[config.mk]
export PLATFORM = sky130hd
export DESIGN_NAME = blk_lock_mgr
export DESIGN_NICKNAME = d
export VERILOG_FILES = /design/src/rtl/blp_pkg.sv /design/src/rtl/blp_addr_decode.sv /design/src/rtl/blp_state_array.sv /design/src/rtl/blp_access_gate.sv /design/src/rtl/blk_lock_mgr.sv
export SDC_FILE = /design/constraint.sdc
export NUM_CORES = 1
export LEC_CHECK = 0
export BUFFER_PORTS_ARGS = -buffer_cell sky130_fd_sc_hd__buf_4
export CAP_MARGIN = 5
export CORE_ASPECT_RATIO = 0.6
export CORE_MARGIN = 3
export CORE_UTILIZATION = 30
export DETAILED_ROUTE_END_ITERATION = 10
export MAX_ROUTING_LAYER = met4
export PLACE_DENSITY = 0.54
export SLEW_MARGIN = 40
export SYNTH_ARGS = -nofsm -noshare
export SYNTH_HDL_FRONTEND = slang
export SYNTH_SLANG_ARGS = --single-unit
[constraint.sdc]
create_clock -name clk -period 8.3 [get_ports clk]
set_clock_uncertainty 0.2 [all_clocks]
set_input_delay 1.66 -clock clk [delete_from_list [all_inputs] [get_ports clk]]
set_output_delay 1.66 -clock clk [all_outputs]
set_load 0.02 [all_outputs]
[src/rtl/blp_pkg.sv]
package blp_pkg;

  typedef enum logic [2:0] {
    OP_IDLE   = 3'd0,
    OP_LOCK   = 3'd1,
    OP_UNLOCK = 3'd2,
    OP_FREEZE = 3'd3,
    OP_PROG   = 3'd4,
    OP_ERASE  = 3'd5,
    OP_RSV6   = 3'd6,
    OP_RSV7   = 3'd7
  } op_e;

  typedef enum logic [1:0] {
    PS_OPEN   = 2'b00,
    PS_LOCK   = 2'b01,
    PS_FROZEN = 2'b11
  } prot_e;

  // Protection transition for one block under one request.
  function automatic prot_e next_prot(input prot_e cur, input op_e op);
    prot_e nxt;
    nxt = cur;
    case (op)
      OP_LOCK:   nxt = (cur == PS_FROZEN) ? PS_FROZEN : PS_LOCK;
      OP_UNLOCK: nxt = (cur == PS_LOCK) ? PS_OPEN : cur;
      OP_FREEZE: nxt = PS_FROZEN;
      default:   nxt = cur;
    endcase
    return nxt;
  endfunction

  function automatic logic is_state_op(input op_e op);
    return (op == OP_LOCK) || (op == OP_UNLOCK) || (op == OP_FREEZE);
  endfunction

  function automatic logic is_write_op(input op_e op);
    return (op == OP_PROG) || (op == OP_ERASE);
  endfunction

endpackage

[src/rtl/blp_addr_decode.sv]
module blp_addr_decode #(
  parameter int SLOT_W = 7,
  parameter int SUB_W  = 3,
  parameter int IDX_W  = 8
) (
  input  logic [SLOT_W+SUB_W-1:0] hi_addr,
  input  logic                    top_params,
  output logic [IDX_W-1:0]        blk_idx
);
  localparam int SLOTS = 1 << SLOT_W;
  localparam int SUBS  = 1 << SUB_W;

  logic [SLOT_W-1:0] slot;
  logic [SUB_W-1:0]  sub;

  assign slot = hi_addr[SLOT_W+SUB_W-1:SUB_W];
  assign sub  = hi_addr[SUB_W-1:0];

  // One slot is split into parameter blocks; it is the last slot for the
  // top variant and the first slot for the bottom variant.
  function automatic logic [IDX_W-1:0] map_block(input logic [SLOT_W-1:0] s,
                                                 input logic [SUB_W-1:0]  p,
                                                 input logic              top);
    if (top) begin
      if (s == SLOT_W'(SLOTS - 1)) return IDX_W'(SLOTS - 1) + IDX_W'(p);
      else                         return IDX_W'(s);
    end else begin
      if (s == '0) return IDX_W'(p);
      else         return IDX_W'(s) + IDX_W'(SUBS - 1);
    end
  endfunction

  assign blk_idx = map_block(slot, sub, top_params);

endmodule

[src/rtl/blp_state_array.sv]
module blp_state_array
  import blp_pkg::*;
#(
  parameter int NBLK  = 135,
  parameter int IDX_W = 8
) (
  input  logic                  clk,
  input  logic                  rst_n,
  input  logic                  upd_en,
  input  op_e                   op,
  input  logic [IDX_W-1:0]      blk_idx,
  output logic [NBLK-1:0][1:0]  st_vec
);

  for (genvar g = 0; g < NBLK; g++) begin : g_blk
    prot_e q;
    logic  hit;
    assign hit = upd_en && (blk_idx == IDX_W'(g));
    always_ff @(posedge clk or negedge rst_n) begin
      if (!rst_n)   q <= PS_LOCK;
      else if (hit) q <= next_prot(q, op);
    end
    assign st_vec[g] = q;
  end

endmodule

[src/rtl/blp_access_gate.sv]
module blp_access_gate
  import blp_pkg::*;
(
  input  logic  clk,
  input  logic  rst_n,
  input  logic  req_valid,
  input  op_e   op,
  input  prot_e cur_state,
  input  logic  vpp_lockout,
  output logic  allow,
  output logic  deny,
  output logic  prot_hit,
  output logic  prot_err
);
  logic wr_req;

  assign wr_req   = req_valid && is_write_op(op);
  assign allow    = wr_req && (cur_state == PS_OPEN) && !vpp_lockout;
  assign deny     = wr_req && !allow;
  assign prot_hit = wr_req && (cur_state != PS_OPEN);

  always_ff @(posedge clk or negedge rst_n) begin
    if (!rst_n) prot_err <= 1'b0;
    else        prot_err <= prot_err | prot_hit;
  end

endmodule

[src/rtl/blk_lock_mgr.sv]
module blk_lock_mgr
  import blp_pkg::*;
#(
  parameter int ADDR_W      = 22,
  parameter int MAIN_SHIFT  = 15,
  parameter int PARAM_SHIFT = 12,
  localparam int SLOT_W = ADDR_W - MAIN_SHIFT,
  localparam int SUB_W  = MAIN_SHIFT - PARAM_SHIFT,
  localparam int NBLK   = (1 << SLOT_W) - 1 + (1 << SUB_W),
  localparam int IDX_W  = $clog2(NBLK)
) (
  input  logic              clk,
  input  logic              rst_n,
  input  logic              top_params,
  input  logic              vpp_lockout,
  input  logic              req_valid,
  input  logic [2:0]        req_op,
  input  logic [ADDR_W-1:0] req_addr,
  output logic              allow,
  output logic              deny,
  output logic [IDX_W-1:0]  blk_index,
  output logic [1:0]        blk_state,
  output logic              prot_err
);
  op_e                 op;
  prot_e               cur_state;
  logic                upd_en;
  logic                prot_hit;
  logic [NBLK-1:0][1:0] st_vec;
  logic                unused_low;

  assign op         = op_e'(req_op);
  assign upd_en     = req_valid && is_state_op(op);
  assign unused_low = ^req_addr[PARAM_SHIFT-1:0];

  blp_addr_decode #(.SLOT_W(SLOT_W), .SUB_W(SUB_W), .IDX_W(IDX_W)) u_dec (
    .hi_addr    (req_addr[ADDR_W-1:PARAM_SHIFT]),
    .top_params (top_params),
    .blk_idx    (blk_index)
  );

  blp_state_array #(.NBLK(NBLK), .IDX_W(IDX_W)) u_arr (
    .clk     (clk),
    .rst_n   (rst_n),
    .upd_en  (upd_en),
    .op      (op),
    .blk_idx (blk_index),
    .st_vec  (st_vec)
  );

  assign cur_state = prot_e'(st_vec[blk_index]);
  assign blk_state = cur_state;

  blp_access_gate u_gate (
    .clk         (clk),
    .rst_n       (rst_n),
    .req_valid   (req_valid),
    .op          (op),
    .cur_state   (cur_state),
    .vpp_lockout (vpp_lockout),
    .allow       (allow),
    .deny        (deny),
    .prot_hit    (prot_hit),
    .prot_err    (prot_err)
  );

endmodule

==> results of run 1 <==
## state kept, by name (all words and copies together) (netlist names)
register / count
u_arr.g_blk.q: 270
u_gate.prot_err: 1
## tightest hold or removal path, cell delays in order, from the launching register on
cell,delay (ns)
dfstp_2,0.37
nand2_1,0.04
o21ai_0,0.07
## metrics by stage
| stage | cells | setup WS [ns] |
|---|---|---|
| 3_3_place_gp | 2543 | 0.722 |
| 6_report | 2600 | 0.529 |
| 5_1_grt | 2600 | 0.314 |
| 2_1_floorplan | 1922 | 1.72 |
| 4_1_cts | 2595 | 0.641 |
| 3_5_place_dp | 2543 | 0.666 |
## kinds of logic after synthesis
group	Yosys count
compound gates	731
xor+xnor	1
fa+ha+maj	4
buf+inv	322
flops	271
mux	56
simple gates	537
## how the worst min path moves through the flow
stage | slack, ns | startpoint | endpoint | depth (start not counted)
after CTS | 0.29 | u_arr.g_blk[70].q[0]$_DFFE_PN1P_ | u_arr.g_blk[70].q[0]$_DFFE_PN1P_ | 2
after global routing | 0.31 | u_arr.g_blk[78].q[0]$_DFFE_PN1P_ | u_arr.g_blk[78].q[0]$_DFFE_PN1P_ | 2
final | 0.29 | u_arr.g_blk[46].q[0]$_DFFE_PN1P_ | u_arr.g_blk[46].q[0]$_DFFE_PN1P_ | 2
after detailed placement | 0.28 | u_arr.g_blk[94].q[1]$_DFFE_PN0P_ | u_arr.g_blk[94].q[1]$_DFFE_PN0P_ | 1
after floorplan | 0.27 | u_arr.g_blk[126].q[1]$_DFFE_PN0P_ | u_arr.g_blk[126].q[1]$_DFFE_PN0P_ | 1
after global placement | 0.28 | u_arr.g_blk[98].q[0]$_DFFE_PN1P_ | u_arr.g_blk[98].q[0]$_DFFE_PN1P_ | 2
## power breakdown
part | switching [mW] | internal (mW) | leakage, nW
combinational | 0.362 | 0.142 | 3.95
sequential | 0.0296 | 1.37 | 2.65
clock | 0.587 | 0.709 | 0.453
## routing by layer
| layer | global-route usage [%] | vias to the layer above | wire, um |
|---|---|---|---|
| met2 | 28.2 | 787 | 23800 |
| met5 | - | - | 0 |
| met3 | 8.37 | 95 | 7270 |
| li1 | - | 6971 | - |
| met4 | 5.82 | 0 | 1270 |
| met1 | 30.5 | 7756 | 28700 |
## cells in the mapped netlist (3+ instances only)
cell	instances	area share, %
a211oi_1	29	1.4
a21boi_0	49	2.3
a21oi_1	112	3.5
a221oi_1	64	3.5
a22o_1	11	0.60
a311oi_1	33	1.8
a31o_2	39	2.1
a31oi_1	88	3.4
a41oi_1	34	1.9
and2_1	6	0.23
buf_1	8	0.19
buf_2	11	0.34
clkbuf_1	139	3.2
dfrtp_1	136	21
dfstp_2	135	22
ha_1	4	0.31
inv_1	161	3.8
mux2_2	23	1.6
mux2i_1	33	2.1
nand2_1	275	6.4
nand2b_1	6	0.23
nand3_1	50	1.6
nand4_1	4	0.16
nor2_1	86	2.0
nor2b_1	7	0.27
nor3_1	76	2.4
nor3b_1	3	0.14
o211ai_1	10	0.47
o21ai_0	153	4.8
o22ai_1	76	3.0
o31ai_1	3	0.14
o41ai_1	16	0.87
or2_2	5	0.19
or3_1	5	0.19
or4_1	6	0.28
## final cells by class
class / instances / share of cell area (%)
clock buffers: 41 / 4.47
clock inverters: 11 / 0.525
inverters: 162 / 3.37
multi-input cells: 1329 / 44.4
flip-flops and latches: 271 / 38.4
well taps: 703 / 4.85
repair buffers: 83 / 4.07
==> flow_metrics.env, run 1 <==
export IMPL_synth_top_family_by_area="compound AO/OA/AOI/OAI gates"
export IMPL_diodes=0
export IMPL_initial_core_util_pct=30.4
export IMPL_numCtsBuffers=28
export IMPL_grt_overflow_total=0
export IMPL_synth_simple_area_share_pct=14.6
export IMPL_status="complete, no violations"
export IMPL_critical_path_cell_chain="buf_4 > or4_1 > or4_1 > nand4_4 > inv_4 > buf_12 > buf_4 > a211oi_1 > a221oi_1 > buf_2 > o41ai_1 > nand4_1 > a211oi_2 > and4_1 > buf_4"
export IMPL_critical_path_buf_inv_count=6
export IMPL_crit_top_cell="buf_4"
export IMPL_worstMarginPinSlew_ns=0.876
export IMPL_async_flop_share_pct=100
export IMPL_routed_wl_mm=61.1
export IMPL_drc_errors=0
export IMPL_drive_gt1_share_pct=19.0
export IMPL_p_per_area_nw_per_um2=177
export IMPL_cts_resized=0
export IMPL_synth_edf_count=0
export IMPL_numPortBuffers=30
export IMPL_finalPower_mw=3.21
export IMPL_rsz0062_at_grt="no"
export IMPL_syn2layout_area_growth_pct=12.8
export IMPL_fin_tns_setup_ns=0
export IMPL_postLayoutCoreUtil_pct=34.3
export IMPL_holdBufCountCts=0
export IMPL_die_area_sq_um=56500
export IMPL_synth_distinct_cells=55
export IMPL_maxSlewViolCount=0
export IMPL_cts_buffer_depth=3
export IMPL_hold_class="flip-flop to flip-flop"
export IMPL_drtIter0Drc=1645
export IMPL_period_share_pct=93.6
export IMPL_seq_area_sq_um=6950
export IMPL_fp_coreArea_sq_um=52800
export IMPL_synth_cells=1922
export IMPL_drv_cap=0
export IMPL_synth_compound_area_share_pct=30.4
export IMPL_yosys_area_share_adder_pct=0.312
export IMPL_clkTransAtPathRegs_ns=0.06
export IMPL_worstPathRequired_ns=6.44
export IMPL_multi_input_area_sq_um=8040
export IMPL_timing_critical_path_slowest_stage_cell="or4_1"
export IMPL_cp_max_fo=40
export IMPL_grt_pass1_vias=14900
export IMPL_cts_sinks=271
export IMPL_yosysSeqAreaShare_pct=43.3
export IMPL_wl_per_cell_um=23.5
export IMPL_cts_htree_levels=1
export IMPL_cp_startpoint="req_addr[18]"
export IMPL_gp_congestion=0.885
export IMPL_final_cell_mix="271 x nand2_1, 161 x inv_1, 153 x o21ai_0, 136 x dfrtp_1, 135 x dfstp_2"
export IMPL_final_common_cell="nand2_1"
export IMPL_leakage_nw=7.06
export IMPL_routed_via_density=6.00
export IMPL_end_kind="output port"
export IMPL_cts_tree="yes"
export IMPL_ant_nets=0
export IMPL_synth_fp_nets=1956
export IMPL_vias=15600
export IMPL_max_slew_margin_rel_pct=41.2
export IMPL_grt_antenna_before_repair=0
export IMPL_rrSetupSlack_ns=5.56
export IMPL_pin_count=43
export IMPL_layout_min_cycle_time_ns=7.77
export IMPL_critical_path_class="primary input to output port"
export IMPL_rows=65
export IMPL_netlist_area_sq_um=16100
export IMPL_post_route_cell_area_sq_um=18100
export IMPL_dp_hpwl_mm=37.5
export IMPL_dieHeight_um=185
export IMPL_die_width_um=305
export IMPL_syn_area_per_cell_sq_um=8.36
export IMPL_synth_ff_type="dfrtp_1"
export IMPL_cp_data_arrival_time_ns=5.91
export IMPL_r2r_start="u_arr.g_blk[126].q[1]$_DFFE_PN0P_"
export IMPL_ir_drop_mv=0.160
export IMPL_max_freq_ghz=0.129
export IMPL_synthMuxAreaShare_pct=3.67
export IMPL_final_hold_violation_count=0
export IMPL_crit_cells=15
export IMPL_setup_worst_path_end="allow"
export IMPL_worstSkewPairLatency_ns=0.58
export IMPL_cp_start_kind="primary input"
export IMPL_grt_max_degree=153
export IMPL_ys_ff_latch=271
export IMPL_holdWs_ns=0.291
export IMPL_cts_root_buffer="clkbuf_16"
export IMPL_rr_worst_depth=8
export IMPL_dr_pass1_iters=6
export IMPL_postCtsSetupBuffers=0
export IMPL_cp_top_family="simple AND/OR/NAND/NOR gates"
export IMPL_grt_pass1_wl_mm=91.6
export IMPL_dpl_cell_area_sq_um=17100
export IMPL_slowest_delay_ns=0.66
export IMPL_synth_xor_area_share_pct=0.0545
export IMPL_finalSetupViolCount=0
export IMPL_r2r_end="u_gate.prot_err$_DFF_PN0_"
export IMPL_nNetsFinal=1909
export IMPL_grt_usage_pct=21.6
export IMPL_fill_cells=5432
export IMPL_synth_warnings=0
(Power assumes the default switching activity.)
==> inputs of run 2 (changes only) <==
CORE_MARGIN = default   (was 3)
==> flow_metrics.env, run 2 (synthesis results as in run 1) <==
export IMPL_status="complete, no violations"
export IMPL_holdWs_ns=0.289
export IMPL_final_common_cell="nand2_1"
export IMPL_finalSetupViolCount=0
export IMPL_cts_sinks=271
export IMPL_seq_area_sq_um=6950
export IMPL_drv_cap=0
export IMPL_largest_reg_flops=270
export IMPL_dp_hpwl_mm=37.0
export IMPL_wl_per_cell_um=23.5
export IMPL_cts_root_buffer="clkbuf_16"
export IMPL_gp_congestion=0.858
export IMPL_vias=15600
export IMPL_rsz0062_at_grt="no"
export IMPL_max_slew_margin_rel_pct=41.6
export IMPL_fill_cells=5452
export IMPL_reg_top3="u_arr.g_blk.q (270), u_gate.prot_err (1)"
export IMPL_end_kind="output port"
export IMPL_clkTransAtPathRegs_ns=0.06
export IMPL_critical_path_class="primary input to output port"
export IMPL_final_cell_mix="272 x nand2_1, 161 x inv_1, 153 x o21ai_0, 136 x dfrtp_1, 135 x dfstp_2"
export IMPL_cp_start_kind="primary input"
export IMPL_cts_resized=0
export IMPL_drive_gt1_share_pct=18.2
export IMPL_p_per_area_nw_per_um2=178
export IMPL_pin_count=43
export IMPL_grt_overflow_total=0
export IMPL_maxSlewViolCount=0
export IMPL_dieHeight_um=181
export IMPL_worstPathRequired_ns=6.44
export IMPL_cts_tree="yes"
export IMPL_drc_errors=0
export IMPL_postCtsSetupBuffers=0
export IMPL_finalPower_mw=3.21
export IMPL_routed_via_density=6.03
export IMPL_postLayoutCoreUtil_pct=34.3
export IMPL_cp_max_fo=94
export IMPL_initial_core_util_pct=30.5
export IMPL_fp_coreArea_sq_um=52700
export IMPL_cp_data_arrival_time_ns=5.77
export IMPL_max_freq_ghz=0.131
export IMPL_fin_tns_setup_ns=0
export IMPL_layout_min_cycle_time_ns=7.63
export IMPL_rows=65
export IMPL_die_width_um=301
export IMPL_grt_antenna_before_repair=2
export IMPL_ir_drop_mv=0.147
export IMPL_drtIter0Drc=1805
export IMPL_holdBufCountCts=0
export IMPL_cts_htree_levels=1
export IMPL_syn2layout_area_growth_pct=12.5
export IMPL_nNetsFinal=1899
export IMPL_leakage_nw=7.01
export IMPL_multi_input_area_sq_um=8020
export IMPL_numPortBuffers=30
export IMPL_worstSkewPairLatency_ns=0.58
export IMPL_final_hold_violation_count=0
export IMPL_ant_nets=0
export IMPL_dr_pass1_iters=6
export IMPL_grt_pass1_vias=14800
export IMPL_cts_buffer_depth=3
export IMPL_grt_max_degree=147
export IMPL_routed_wl_mm=61.0
export IMPL_die_area_sq_um=54500
export IMPL_grt_pass1_wl_mm=92.8
export IMPL_numCtsBuffers=28
export IMPL_hold_class="flip-flop to flip-flop"
export IMPL_period_share_pct=91.9
export IMPL_grt_usage_pct=22.7
export IMPL_worstMarginPinSlew_ns=0.877
export IMPL_max_flop_register="u_arr.g_blk.q"
-- run 2: per-stage QoR --
| stage | setup WS [ns] | cell area [sq um] | instances |
|---|---|---|---|
| finish | 0.673 | 18100 | 2592 |
| global route | 0.476 | 18100 | 2592 |
| CTS | 0.733 | 18000 | 2588 |
| detailed placement | 0.747 | 17100 | 2536 |
| global placement | 0.710 | 17000 | 2536 |
| floorplan | 1.72 | 16100 | 1922 |
-- run 2: area by class of cell --
cell class              count  area share, %
diodes                      2         0.0277
clock buffers              46           4.70
clock inverters             6          0.325
inverters                 162           3.38
multi-input cells        1329           44.4
flip-flops and latches    271           38.5
well taps                 703           4.87
repair buffers             73           3.86
-- run 2: power breakdown --
| group | total, mW | internal (mW) | switching (mW) |
|---|---|---|---|
| sequential | 1.40 | 1.37 | 0.0294 |
| clock | 1.30 | 0.727 | 0.575 |
| combinational | 0.502 | 0.140 | 0.362 |
| total | 3.21 | 2.24 | 0.966 |
-- run 2: path summary, 6_finish.rpt --
path	from	to	slack, ns	cells after the start
max reg2reg	u_arr.g_blk[54].q[1]$_DFFE_PN0P_	u_gate.prot_err$_DFF_PN0_	5.62	8
min reg2reg	u_arr.g_blk[34].q[0]$_DFFE_PN1P_	u_arr.g_blk[34].q[0]$_DFFE_PN1P_	0.29	2
max	req_addr[18]	allow	0.67	12
min	u_arr.g_blk[34].q[0]$_DFFE_PN1P_	u_arr.g_blk[34].q[0]$_DFFE_PN1P_	0.29	2
min in group asynchronous	rst_n	u_arr.g_blk[134].q[1]$_DFFE_PN0P_	0.82	1
max in group asynchronous	rst_n	u_arr.g_blk[29].q[0]$_DFFE_PN1P_	5.85	3
-- run 2: layer usage --
metal / GRT usage (%) / part of all wire [%] / vias up / routed length, um
met4: 4.04 / 1.6 / 0 / 967
li1: - / - / 6959 / -
met1: 33.9 / 47 / 7800 / 28500
met2: 29.8 / 40 / 786 / 24600
met3: 6.45 / 11 / 90 / 6920
met5: - / 0 / - / 0
-- run 2: critical path: stages --
cell	delay, ns
buf_4	0.13
or4_1	0.65
or4_1	0.52
nand4_4	0.19
buf_12	0.42
mux2i_1	0.36
a221oi_1	0.14
o41ai_1	0.60
nand4_1	0.18
a211oi_2	0.43
and4_1	0.25
buf_4	0.14
